$ cat config.mk
export PLATFORM = sky130hd
export DESIGN_NAME = tstamp_counter
export DESIGN_NICKNAME = d
export VERILOG_FILES = /design/src/rtl/tstamp_pkg.sv /design/src/rtl/tstamp_prescaler.sv /design/src/rtl/tstamp_count.sv /design/src/rtl/tstamp_rdmux.sv /design/src/rtl/tstamp_counter.sv
export SDC_FILE = /design/constraint.sdc
export NUM_CORES = 1
export LEC_CHECK = 0
export CAP_MARGIN = 0
export CORE_ASPECT_RATIO = 0.6
export CORE_MARGIN = 4
export CORE_UTILIZATION = 59
export CTS_CLUSTER_SIZE = 40
export DETAILED_ROUTE_END_ITERATION = 10
export DONT_BUFFER_PORTS = 1
export PLACE_DENSITY = 0.73
export SLEW_MARGIN = 20
export SYNTH_ARGS = -nofsm -noshare
export SYNTH_HDL_FRONTEND = slang
export SYNTH_HIERARCHICAL = 1
export SYNTH_SLANG_ARGS = --single-unit
export TNS_END_PERCENT = 20
$ cat constraint.sdc
create_clock -name clk_i -period 3.8 [get_ports clk_i]
set_input_delay 0.38 -clock clk_i [delete_from_list [all_inputs] [get_ports clk_i]]
set_output_delay 0.38 -clock clk_i [all_outputs]
set_load 0.05 [all_outputs]
$ cat src/rtl/tstamp_pkg.sv
package tstamp_pkg;
  localparam int WORD_W    = 16;
  localparam int LO_OFS    = 0;
  localparam int HI_OFS    = 2;
  localparam int HI_SHIFT  = 8;
  localparam logic [WORD_W-1:0] IDLE_WORD = '1;
  localparam int MIN_CNT_W = HI_SHIFT + WORD_W;
endpackage

$ cat src/rtl/tstamp_prescaler.sv
module tstamp_prescaler #(
  parameter int unsigned SYS_CLK_HZ = 250_000_000,
  parameter int unsigned TICK_HZ    = 307_200
) (
  input  logic clk_i,
  input  logic rst_ni,
  output logic tick_o
);
  localparam int ACC_W = $clog2(SYS_CLK_HZ) + 1;
  localparam logic [ACC_W-1:0] INC_V = ACC_W'(TICK_HZ);
  localparam logic [ACC_W-1:0] MOD_V = ACC_W'(SYS_CLK_HZ);

  logic [ACC_W-1:0] acc_q, acc_d, sum;

  always_comb begin
    sum    = acc_q + INC_V;
    tick_o = (sum >= MOD_V);
    acc_d  = tick_o ? sum - MOD_V : sum;  // remainder kept: no drift
  end

  always_ff @(posedge clk_i or negedge rst_ni) begin
    if (!rst_ni) acc_q <= '0;
    else         acc_q <= acc_d;
  end
endmodule

$ cat src/rtl/tstamp_count.sv
module tstamp_count #(
  parameter int CNT_W = 24
) (
  input  logic             clk_i,
  input  logic             rst_ni,
  input  logic             tick_i,
  output logic [CNT_W-1:0] count_o
);
  always_ff @(posedge clk_i or negedge rst_ni) begin
    if (!rst_ni)     count_o <= '0;
    else if (tick_i) count_o <= count_o + 1'b1;  // silent wrap
  end
endmodule

$ cat src/rtl/tstamp_rdmux.sv
module tstamp_rdmux
  import tstamp_pkg::*;
#(
  parameter int CNT_W  = 24,
  parameter int ADDR_W = 3
) (
  input  logic              clk_i,
  input  logic              rst_ni,
  input  logic              rd_i,
  input  logic [ADDR_W-1:0] addr_i,
  input  logic [CNT_W-1:0]  count_i,
  output logic [WORD_W-1:0] rdata_o
);
  logic [WORD_W-1:0] sel;

  always_comb begin
    if (addr_i == ADDR_W'(LO_OFS))      sel = count_i[WORD_W-1:0];
    else if (addr_i == ADDR_W'(HI_OFS)) sel = count_i[HI_SHIFT +: WORD_W];
    else                                sel = IDLE_WORD;
  end

  always_ff @(posedge clk_i or negedge rst_ni) begin
    if (!rst_ni)   rdata_o <= '0;
    else if (rd_i) rdata_o <= sel;
  end
endmodule

$ cat src/rtl/tstamp_counter.sv
module tstamp_counter
  import tstamp_pkg::*;
#(
  parameter int unsigned SYS_CLK_HZ = 250_000_000,
  parameter int unsigned TICK_HZ    = 307_200,
  parameter int          CNT_W      = 24,
  parameter int          ADDR_W     = 3
) (
  input  logic              clk_i,
  input  logic              rst_ni,
  input  logic              rd_i,
  input  logic [ADDR_W-1:0] addr_i,
  output logic [15:0]       rdata_o
);
  logic             tick;
  logic [CNT_W-1:0] count_q;

  tstamp_prescaler #(.SYS_CLK_HZ(SYS_CLK_HZ), .TICK_HZ(TICK_HZ)) presc_i (
    .clk_i (clk_i),
    .rst_ni(rst_ni),
    .tick_o(tick)
  );

  tstamp_count #(.CNT_W(CNT_W)) cnt_i (
    .clk_i  (clk_i),
    .rst_ni (rst_ni),
    .tick_i (tick),
    .count_o(count_q)
  );

  tstamp_rdmux #(.CNT_W(CNT_W), .ADDR_W(ADDR_W)) mux_i (
    .clk_i  (clk_i),
    .rst_ni (rst_ni),
    .rd_i   (rd_i),
    .addr_i (addr_i),
    .count_i(count_q),
    .rdata_o(rdata_o)
  );
endmodule

==> summary.md, run 1 <==
| Metric | Value |
|---|---|
| Crit path arrival time | 3.87 ns |
| RSZ-0062 raised after global routing | no |
| PD cells | 352.5 nW/um2 |
| DR pass1 iterations | 5 |
| Post-synth top area cell | dfrtp_1 |
| Pins Over Slew Limit | 0 |
| Final period util | 0.9565 |
| Top cells by area, synth | dfrtp_1, xnor2_1, mux2i_1 |
| Die ar. | 7772 um2 |
| Leakage | 1.667 nW |
| Hold Fails Final Rpt | 0 |
| Die Y | 69.91 um |
| Ys Warns | 6 |
| Setup TNS | 0 ns |
| Inserted Clock Buffers | 9 |
| H-tree Lvls | 3 |
| Vias in the first global route | 2,752 |
| Largest family of logic cells by synthesized area | simple AND/OR/NAND/NOR gates |
| Row cnt | 22 |
| Final setup viols | 0 |
| Fmax | 0.2751 GHz |
| Routing usage on met2 | 0.3120 |
| Die width | 111.2 um |
| Post-synth top flop | dfrtp_1 |
| Tightest Pin Transition | 0.6622 ns |
| Layout cells sized above 1 | 0.1013 |
| Final ANT Viol Nets | 0 |
| Layout overhead on the synthesized area | 6.972% |
| Outcome | completed |
| Peak fanout along the critical path | 12 |
| Syn_nets | 401 |
| Grt peak-use layer | met1 |
| Post-layout nets | 400 |
| Post-DP HPWL | 6.383 mm |
| CP endpoint kind | flop |
| Largest net degree at the start of global routing | 63 |
| Syn avg cell area | 9.638 um2 |
| N_diodes | 0 |
| Clock tree buffer depth | 2 |
| Number of synthesized flops with an enable pin | 0 |
| Register area share after synthesis | 0.4117 |
| Critical path required time | 4.03 ns |
| Post-synthesis simple-gate area fraction | 0.2075 |
| Met1 GRT Util | 0.3920 |
| GRT overflow | 0 |
| Synth Instances | 391 |
| Share of the synthesized area in the top cell type | 0.4117 |
| M3 GR Usage | 0.05714 |
| Antenna violations before repair | 0 |
| Post-Synth Adder-Cell Area | 0.01328 |
| Input/output buffers | 0 |
| Gp weighted congestion | 0.9174 |
| Compound-Gate Fraction of Synth Area | 0.1471 |
| Clk slew on worst S/H paths | 0.08 ns |
| Area of the mapped netlist | 3769 um2 |
| Hold/Removal Path Class | in2reg |
| Placed inst area | 3764 um2 |
| CTS sink count | 62 |
| First-pass GRT wire length | 14.90 mm |
| Seq cells post-synth | 62 |
| Overall via count from detail_route | 3,049 |
| Synth unique cells | 62 |
| R2r setup slk | 0.17 ns |
| Vias per cell | 6.365 |
| Synth async-reset ratio | 1.000 |
| Design Area, Final | 4031 um2 |
| Clk_skew | 0.009917 ns |
| Mux cell area share after synthesis | 0.05378 |
| Clock latency on the worst-skew pair | 0.35 ns |
| # DRC | 0 |
| Crit Path Class | reg2reg |
| Gr usage total | 0.2400 |
| Routed WL | 8.969 mm |
| CP Launch Type | flop |
| Core area | 6166 um2 |
| Worst vdd ir | 0.2519 mV |
| Initial Util | 0.6112 |
| Final min period | 3.635 ns |
| Slew HR | 0.5581 |
| # IOs | 22 |
| DR WL/cell | 18.72 um |
| PostCTS Resize Cnt | 0 |
| CTS tree | yes |
| Max cap viols | 0 |
| Clk Tree Root Cell | clkbuf_8 |
| Initial DRC count | 354 |
| Post-Synth XOR/XNOR Area | 0.1185 |
worst max-delay path: stages (launching register included):
cell and delay, ns:
dfrtp_1 0.50, inv_1 0.13, ha_1 0.25, nand2b_2 0.23, a211oi_1 0.52, a32oi_1 0.26, or3_1 0.41, o221a_4 0.27
or2_1 0.28, nand4_4 0.14, nor4_4 0.04, buf_4 0.18, and4_1 0.16, xor2_1 0.14
cell usage after synthesis, drive strengths merged, types with 6 or more instances:
master and count:
dfrtp 62, xnor2 39, nand2 35, nor2 34
a21oi 27, mux2i 18, buf 15, o21ai 14
nand3 12, nand4 12, xor2 12, and3 11
inv 7, clkbuf 6
flip-flops by register name (all words and copies together) (netlist names):
signal and cells:
cnt_i/count_o 24, presc_i/acc_q 22, mux_i/rdata_o 16
cell families after synthesis:
kind of cell | Yosys count
and+or+nand+nor | 144
AOI/OAI and AO/OA | 82
DFF | 62
xor gates and xnor gates | 51
buffers and inverters | 28
muxes | 20
adders and majority gates | 4
timing repair:
action                     CTS  global route
setup endpoints to repair    0            12
setup buffers                0             1
hold endpoints to repair    62             0
hold buffers                 2             0
metal layers:
layer | vias up | wire, um
li1 | 1391 | -
met1 | 1477 | 4518
met2 | 164 | 3482
met3 | 17 | 865
met4 | 0 | 103
met5 | - | 0
cells in the final DEF, fill, tap and decap left out, types with 5 or more instances in the layout:
| cell type | count |
|---|---|
| dfrtp_1 | 62 |
| xnor2_1 | 39 |
| nand2_1 | 35 |
| nor2_1 | 34 |
| a21oi_1 | 26 |
| mux2i_1 | 18 |
| o21ai_0 | 14 |
| nand3_1 | 12 |
| xor2_1 | 12 |
| nand4_1 | 11 |
| and3_1 | 11 |
| clkbuf_8 | 10 |
| inv_1 | 7 |
| buf_4 | 7 |
| nor3_1 | 5 |
| o21a_1 | 5 |
| o211ai_1 | 5 |
worst paths after layout:
kind                                               startpoint  cells past startpoint                       endpoint
max in group asynchronous                              rst_ni                      2    presc_i/acc_q[15]$_DFF_PN0_
worst min register to register  presc_i/acc_q[11]$_DFFE_PN0P_                      1  presc_i/acc_q[11]$_DFFE_PN0P_
worst max register to register    presc_i/acc_q[12]$_DFF_PN0_                     13  cnt_i/count_o[23]$_DFFE_PN0P_
min in group asynchronous                              rst_ni                      2   mux_i/rdata_o[6]$_DFFE_PN0P_
worst max-delay path              presc_i/acc_q[12]$_DFF_PN0_                     13  cnt_i/count_o[23]$_DFFE_PN0P_
worst min-delay path                                     rd_i                      2  mux_i/rdata_o[15]$_DFFE_PN0P_
report_power, final:
part	switching [mW]	total (mW)	leakage [nW]	internal (mW)
clock	0.272	0.656	0.108	0.384
combinational	0.0206	0.0337	0.792	0.0131
sequential	0.0588	0.731	0.767	0.672
total	0.351	1.42	1.67	1.07
final cells by class:
class	instances	area, um2
multi-input cells	301	2036
well taps	84	105.1
clock buffers	10	137.6
repair buffers	9	90.09
clock inverters	6	85.08
flip-flops and latches	62	1551
inverters	7	26.28
fillers	514	2135
stage by stage:
| stage | std cells | power, mW | hold slack (ns) | util | worst slack, ns |
|---|---|---|---|---|---|
| finish | 479 | 1.421 | 0.1919 | 0.6538 | 0.1653 |
| global route | 479 | 1.475 | 0.1829 | 0.6538 | 0.04801 |
| global placement | 460 | 0.7594 | 0.08578 | 0.6104 | 0.2542 |
| detailed placement | 460 | 0.7617 | 0.08591 | 0.6104 | 0.1279 |
| CTS | 478 | 1.433 | 0.1801 | 0.6526 | 0.1099 |
| floorplan | 391 | 0.7642 | 0.08441 | - | 0.4618 |
(Power assumes the default switching activity.)
==> inputs of run 2 (changes only) <==
--- a/config.mk
+++ b/config.mk
@@ -6,13 +6,15 @@
 export NUM_CORES = 1
 export LEC_CHECK = 0
 export CAP_MARGIN = 0
+export CELL_PAD_IN_SITES_DETAIL_PLACEMENT = 1
+export CELL_PAD_IN_SITES_GLOBAL_PLACEMENT = 1
 export CORE_ASPECT_RATIO = 0.6
 export CORE_MARGIN = 4
-export CORE_UTILIZATION = 59
+export CORE_UTILIZATION = 54
 export CTS_CLUSTER_SIZE = 40
 export DETAILED_ROUTE_END_ITERATION = 10
 export DONT_BUFFER_PORTS = 1
-export PLACE_DENSITY = 0.73
+export PLACE_DENSITY = 0.83
 export SLEW_MARGIN = 20
 export SYNTH_ARGS = -nofsm -noshare
 export SYNTH_HDL_FRONTEND = slang
==> constraint.sdc (replaced) <==
create_clock -name clk_i -period 4.6 [get_ports clk_i]
set_input_delay 0.46 -clock clk_i [delete_from_list [all_inputs] [get_ports clk_i]]
set_output_delay 0.46 -clock clk_i [all_outputs]
set_load 0.05 [all_outputs]
==> run 2 against run 1 <==
The flow now finishes with violations (negative hold slack). Sequential share of layout area fell by 0.65 points. Critical path type unchanged. Register-to-register slack improved by 0.28 ns. Largest cell class unchanged. Sequential power fell by 17%. Highest routed layer unchanged. Global-route usage rose by 3.0 points. Clock-buffer cell count rose by 3. Non-clock buffer count fell by 6. First-iteration DRC count fell by 27%.
==> summary.md, run 2 (synthesized netlist as in run 1, its figures left out) <==
| Metric | Value |
|---|---|
| Final min period | 4.156 ns |
| N_diodes | 0 |
| Most common cell after layout, fill and taps aside | dfrtp_1 |
| Top Registers | cnt_i/count_o x24, presc_i/acc_q x22, mux_i/rdata_o x16 |
| First-pass GRT wire length | 17.28 mm |
| DR WL/cell | 22.17 um |
| Die Y | 72.71 um |
| Post-layout nets | 394 |
| Fillers | 764 |
| Reg2reg start | presc_i/acc_q[12]$_DFF_PN0_ |
| Largest register FFs | 24 |
| Routed WL | 10.56 mm |
| Placed inst area | 3737 um2 |
| Gr usage total | 0.2700 |
| Vias per cell | 6.504 |
| PD cells | 338.8 nW/um2 |
| Die ar. | 8423 um2 |
| Die width | 115.9 um |
| Fmax | 0.2406 GHz |
| CP Launch Type | flop |
| Largest net degree at the start of global routing | 63 |
| Antenna violations before repair | 0 |
| Final period util | 0.9035 |
| CP endpoint kind | flop |
| Post-CTS Setup Inserts | 0 |
| Inserted Clock Buffers | 9 |
| Overall via count from detail_route | 3,096 |
| DR pass1 iterations | 5 |
| # DRC | 0 |
| Layout cells sized above 1 | 0.08740 |
| Crit Path Class | reg2reg |
| H-tree Lvls | 3 |
| R2r setup slk | 0.44 ns |
| Clock tree buffer depth | 2 |
| Clock latency on the worst-skew pair | 0.33 ns |
| RSZ-0062 raised after global routing | no |
| Gp weighted congestion | 0.9076 |
| Clk Tree Root Cell | clkbuf_16 |
| Worst R2R Path Depth | 12 |
| Met1 GRT Util | 0.4003 |
| M3 GR Usage | 0.08036 |
| Hold/Removal Path Class | in2async |
| Pins Over Slew Limit | 0 |
| Final ANT Viol Nets | 0 |
| Input/output buffers | 0 |
| Max cap viols | 0 |
| Slew HR | 0.3923 |
| Post-layout util | 0.6089 |
| Most flop-heavy register | cnt_i/count_o |
| # IOs | 22 |
| Worst vdd ir | 0.2997 mV |
| Tightest Pin Transition | 0.8886 ns |
| Worst flop-to-flop path endpoint | cnt_i/count_o[13]$_DFFE_PN0P_ |
| Clk_skew | 0.006092 ns |
| PostCTS Resize Cnt | 0 |
| Post-DP HPWL | 7.364 mm |
| Initial Util | 0.5596 |
| Row cnt | 23 |
| Routing usage on met2 | 0.3875 |
| Crit path arrival time | 4.38 ns |
| Critical path required time | 4.83 ns |
| Grt peak-use layer | met1 |
| Vias in the first global route | 3,148 |
| Leakage | 1.696 nW |
| Layout overhead on the synthesized area | 8.798% |
| Initial DRC count | 260 |
| Core area | 6734 um2 |
| Hold Fails Final Rpt | 5 |
| Outcome | finished, violations left |
| GRT overflow | 0 |
| Design Area, Final | 4100 um2 |
| Setup TNS | 0 ns |
| Failing checks | negative hold slack |
| Final setup viols | 0 |
| Hold_ws | -0.001239 ns |
| Clk slew on worst S/H paths | 0.06 ns |
| CTS tree | yes |
| Peak fanout along the critical path | 15 |
| CTS sink count | 62 |
| Most frequent cells in the layout | dfrtp_1, xnor2_1, nand2_1 |
-- run 2: what timing repair did --
action,CTS,global route
hold buffers,1,0
endpoints found under the hold margin,62,0
endpoints found under the setup margin,0,0
-- run 2: per-layer routing --
layer,vias up,routed length (um)
met5,-,0
met1,1587,5157
met3,14,747
met4,0,89
met2,119,4560
li1,1376,-
-- run 2: how the worst max path moves through the flow --
stage / start / endpoint / slack, ns / depth (start not counted)
after global routing: presc_i/acc_q[12]$_DFF_PN0_ / cnt_i/count_o[13]$_DFFE_PN0P_ / 0.21 / 12
final: presc_i/acc_q[12]$_DFF_PN0_ / cnt_i/count_o[13]$_DFFE_PN0P_ / 0.44 / 12
after CTS: presc_i/acc_q[12]$_DFF_PN0_ / cnt_i/count_o[13]$_DFFE_PN0P_ / 0.51 / 12
after detailed placement: presc_i/acc_q[12]$_DFF_PN0_ / cnt_i/count_o[22]$_DFFE_PN0P_ / 0.64 / 12
after floorplan: presc_i/acc_q[12]$_DFF_PN0_ / cnt_i/count_o[13]$_DFFE_PN0P_ / 1.26 / 16
after global placement: presc_i/acc_q[12]$_DFF_PN0_ / cnt_i/count_o[23]$_DFFE_PN0P_ / 0.85 / 12
-- run 2: final cells by class --
type / count / area [um2] / share of cell area
clock inverter: 3 / 65.06 / 0.01587
tap: 87 / 108.9 / 0.02655
multi-input combinational: 301 / 2036 / 0.4965
inverter: 7 / 26.28 / 0.006408
sequential: 62 / 1551 / 0.3784
clock buffer: 13 / 270.3 / 0.06591
timing repair buffer: 3 / 42.54 / 0.01038
-- run 2: critical path, stage by stage, from the launching register on --
cell	delay [ns]
dfrtp_1	0.51
inv_1	0.14
ha_1	0.39
nand4b_1	0.27
or4b_1	0.54
and3_1	0.25
a21oi_2	0.18
o221a_4	0.26
or2_1	0.17
nand4_4	0.14
nor4_4	0.65
nand4_1	0.26
xnor2_1	0.27
-- run 2: metrics by stage --
| stage | setup WS, ns | power [mW] | hold slack [ns] | cells |
|---|---|---|---|---|
| finish | 0.4441 | 1.389 | -0.001239 | 476 |
| global route | 0.2096 | 1.438 | 0.01051 | 476 |
| CTS | 0.5121 | 1.402 | 0.007001 | 476 |
| detailed placement | 0.6389 | 0.6290 | 0.1662 | 459 |
| global placement | 0.8543 | 0.6276 | 0.1661 | 459 |
| floorplan | 1.262 | 0.6313 | 0.1644 | 391 |
-- run 2: where the power goes --
part | leakage, nW | internal, mW | switching (mW) | total, mW
clock | 0.166 | 0.518 | 0.239 | 0.757
sequential | 0.767 | 0.556 | 0.0484 | 0.605
combinational | 0.763 | 0.0103 | 0.0173 | 0.0277
total | 1.70 | 1.08 | 0.305 | 1.39
==> inputs of run 3 (changes only) <==
--- a/config.mk
+++ b/config.mk
@@ -5,16 +5,15 @@
 export SDC_FILE = /design/constraint.sdc
 export NUM_CORES = 1
 export LEC_CHECK = 0
-export CAP_MARGIN = 0
 export CELL_PAD_IN_SITES_DETAIL_PLACEMENT = 1
 export CELL_PAD_IN_SITES_GLOBAL_PLACEMENT = 1
 export CORE_ASPECT_RATIO = 0.6
 export CORE_MARGIN = 4
-export CORE_UTILIZATION = 54
+export CORE_UTILIZATION = 50
 export CTS_CLUSTER_SIZE = 40
 export DETAILED_ROUTE_END_ITERATION = 10
 export DONT_BUFFER_PORTS = 1
-export PLACE_DENSITY = 0.83
+export PLACE_DENSITY = 0.78
 export SLEW_MARGIN = 20
 export SYNTH_ARGS = -nofsm -noshare
 export SYNTH_HDL_FRONTEND = slang
==> run 3 against run 2 <==
The run still ends with negative hold slack left. Via count shrank 2.9%. Final cell count grew 3.8%. Power grew 3.0%. Critical path depth is the same. Sequential share of layout area shrank 0.40 points. Sequential power is essentially flat. Fmax grew 0.97%. Cell area grew 1.1%. Non-clock buffer count grew 1. Sequential cell count is the same. Critical path type unchanged. Largest power group unchanged.
==> summary.md, run 3 (synthesized netlist as in run 1, its figures left out) <==
| Metric | Value |
|---|---|
| Outcome | finished, violations left |
| Failing checks | negative hold slack |
| R2r setup slk | 0.48 ns |
| Gr usage total | 0.2498 |
| Gp weighted congestion | 0.8245 |
| Largest register FFs | 24 |
| Post-layout nets | 395 |
| Worst vdd ir | 0.2766 mV |
| N_diodes | 0 |
| Layout cells sized above 1 | 0.08718 |
| Total Power Consumption | 1.431 mW |
| RSZ-0062 raised after global routing | no |
| Worst R2R Path Depth | 12 |
| Die width | 120.1 um |
| Die Y | 75.25 um |
| Top Registers | cnt_i/count_o x24, presc_i/acc_q x22, mux_i/rdata_o x16 |
| Post-DP HPWL | 7.120 mm |
| Pre-CTS worst setup slack | 0.6203 ns |
| Clock tree buffer depth | 2 |
| Critical path required time | 4.84 ns |
| Layout overhead on the synthesized area | 9.960% |
| Max cap viols | 0 |
| Hold Fails Final Rpt | 6 |
| Fmax | 0.2430 GHz |
| PostCTS Resize Cnt | 0 |
| Placed cells | 477 |
| # IOs | 22 |
| # DRC | 0 |
| Pins Over Slew Limit | 0 |
| Crit Path Class | reg2reg |
| Reg2reg start | presc_i/acc_q[12]$_DFF_PN0_ |
| Fillers | 819 |
| Peak fanout along the critical path | 15 |
| Clock latency on the worst-skew pair | 0.33 ns |
| Most frequent cells in the layout | dfrtp_1, xnor2_1, nand2_1 |
| Post-layout util | 0.5679 |
| CTS tree | yes |
| CP endpoint kind | flop |
| PD cells | 345.4 nW/um2 |
| Most common cell after layout, fill and taps aside | dfrtp_1 |
| Worst flop-to-flop path endpoint | cnt_i/count_o[18]$_DFFE_PN0P_ |
| Vias per cell | 6.087 |
| Routed WL | 10.54 mm |
| Final WS setup | 0.4841 ns |
| Most flop-heavy register | cnt_i/count_o |
| Initial Util | 0.5165 |
| Core area | 7297 um2 |
| Inserted Clock Buffers | 9 |
| Design Area, Final | 4144 um2 |
| Largest net degree at the start of global routing | 63 |
| Input/output buffers | 0 |
| Placed inst area | 3766 um2 |
| Final setup viols | 0 |
| Clk Tree Root Cell | clkbuf_16 |
| Hold_ws | -0.005750 ns |
| Row cnt | 24 |
| Slew HR | 0.5113 |
| CP Launch Type | flop |
| DR WL/cell | 21.34 um |
| First-pass GRT wire length | 16.99 mm |
| Leakage | 1.704 nW |
| Final min period | 4.116 ns |
| Non-Filler Instances | 494 |
| Initial DRC count | 278 |
| Clk_skew | 0.006872 ns |
| Tightest Pin Transition | 0.7323 ns |
| Final ANT Viol Nets | 0 |
| GRT overflow | 0 |
| Die ar. | 9036 um2 |
| CTS sink count | 62 |
| Crit path arrival time | 4.36 ns |
| Setup TNS | 0 ns |
| DR pass1 iterations | 5 |
| Hold/Removal Path Class | in2async |
| Vias in the first global route | 2,949 |
| Final period util | 0.8948 |
| Overall via count from detail_route | 3,007 |
| Clk slew on worst S/H paths | 0.05 ns |
| H-tree Lvls | 3 |
| Antenna violations before repair | 0 |
-- run 3: cell types whose count changed in the layout (fill, tap and decap cells not counted) --
cell       before  now
clkinv_2        1    0
bufinv_16       2    3
clkbuf_8        3    2
buf_4           2    3
clkbuf_1        1    2
-- run 3: how the worst max path moves through the flow --
stage	cells after the start	end	slack, ns	start
global placement	12	cnt_i/count_o[23]$_DFFE_PN0P_	0.85	presc_i/acc_q[12]$_DFF_PN0_
CTS	12	cnt_i/count_o[18]$_DFFE_PN0P_	0.54	presc_i/acc_q[12]$_DFF_PN0_
floorplan	16	cnt_i/count_o[13]$_DFFE_PN0P_	1.26	presc_i/acc_q[12]$_DFF_PN0_
finish	12	cnt_i/count_o[18]$_DFFE_PN0P_	0.48	presc_i/acc_q[12]$_DFF_PN0_
global route	12	cnt_i/count_o[18]$_DFFE_PN0P_	0.19	presc_i/acc_q[12]$_DFF_PN0_
detailed placement	12	cnt_i/count_o[19]$_DFFE_PN0P_	0.62	presc_i/acc_q[12]$_DFF_PN0_
-- run 3: area by class of cell --
cell class | instances | area (um2) | share of cell area
clock buffer | 13 | 260.3 | 0.06280
clock inverter | 3 | 90.09 | 0.02174
inverter | 7 | 26.28 | 0.006341
multi-input combinational | 301 | 2036 | 0.4912
sequential | 62 | 1551 | 0.3744
tap | 104 | 130.1 | 0.03140
timing repair buffer | 4 | 50.05 | 0.01208
-- run 3: power breakdown --
group | total (mW) | switching (mW) | internal [mW] | leakage, nW
registers | 0.605 | 0.0490 | 0.556 | 0.767
logic | 0.0278 | 0.0174 | 0.0103 | 0.767
clock network | 0.798 | 0.239 | 0.559 | 0.170
-- run 3: layer usage --
| metal | wire (um) | up-vias | global-route usage |
|---|---|---|---|
| met1 | 5372 | 1520 | 0.3735 |
| met2 | 4353 | 99 | 0.3526 |
| li1 | - | 1372 | - |
| met4 | 155 | 0 | 0.08122 |
| met5 | 0 | - | 0 |
| met3 | 659 | 16 | 0.06306 |
-- run 3: worst max-delay path, stage by stage, from the launching register on --
cell	delay, ns
dfrtp_1	0.51
inv_1	0.14
ha_1	0.43
nand2b_2	0.33
a211o_1	0.35
nor3_1	0.31
or2_2	0.23
o221a_4	0.26
or2_1	0.18
nand4_4	0.15
nor4_4	0.66
nand4_1	0.23
xnor2_1	0.24
-- run 3: what timing repair did --
item                                   CTS  global route
endpoints found under the hold margin   62             0
buffers inserted                         0             0
hold buffers                             1             0
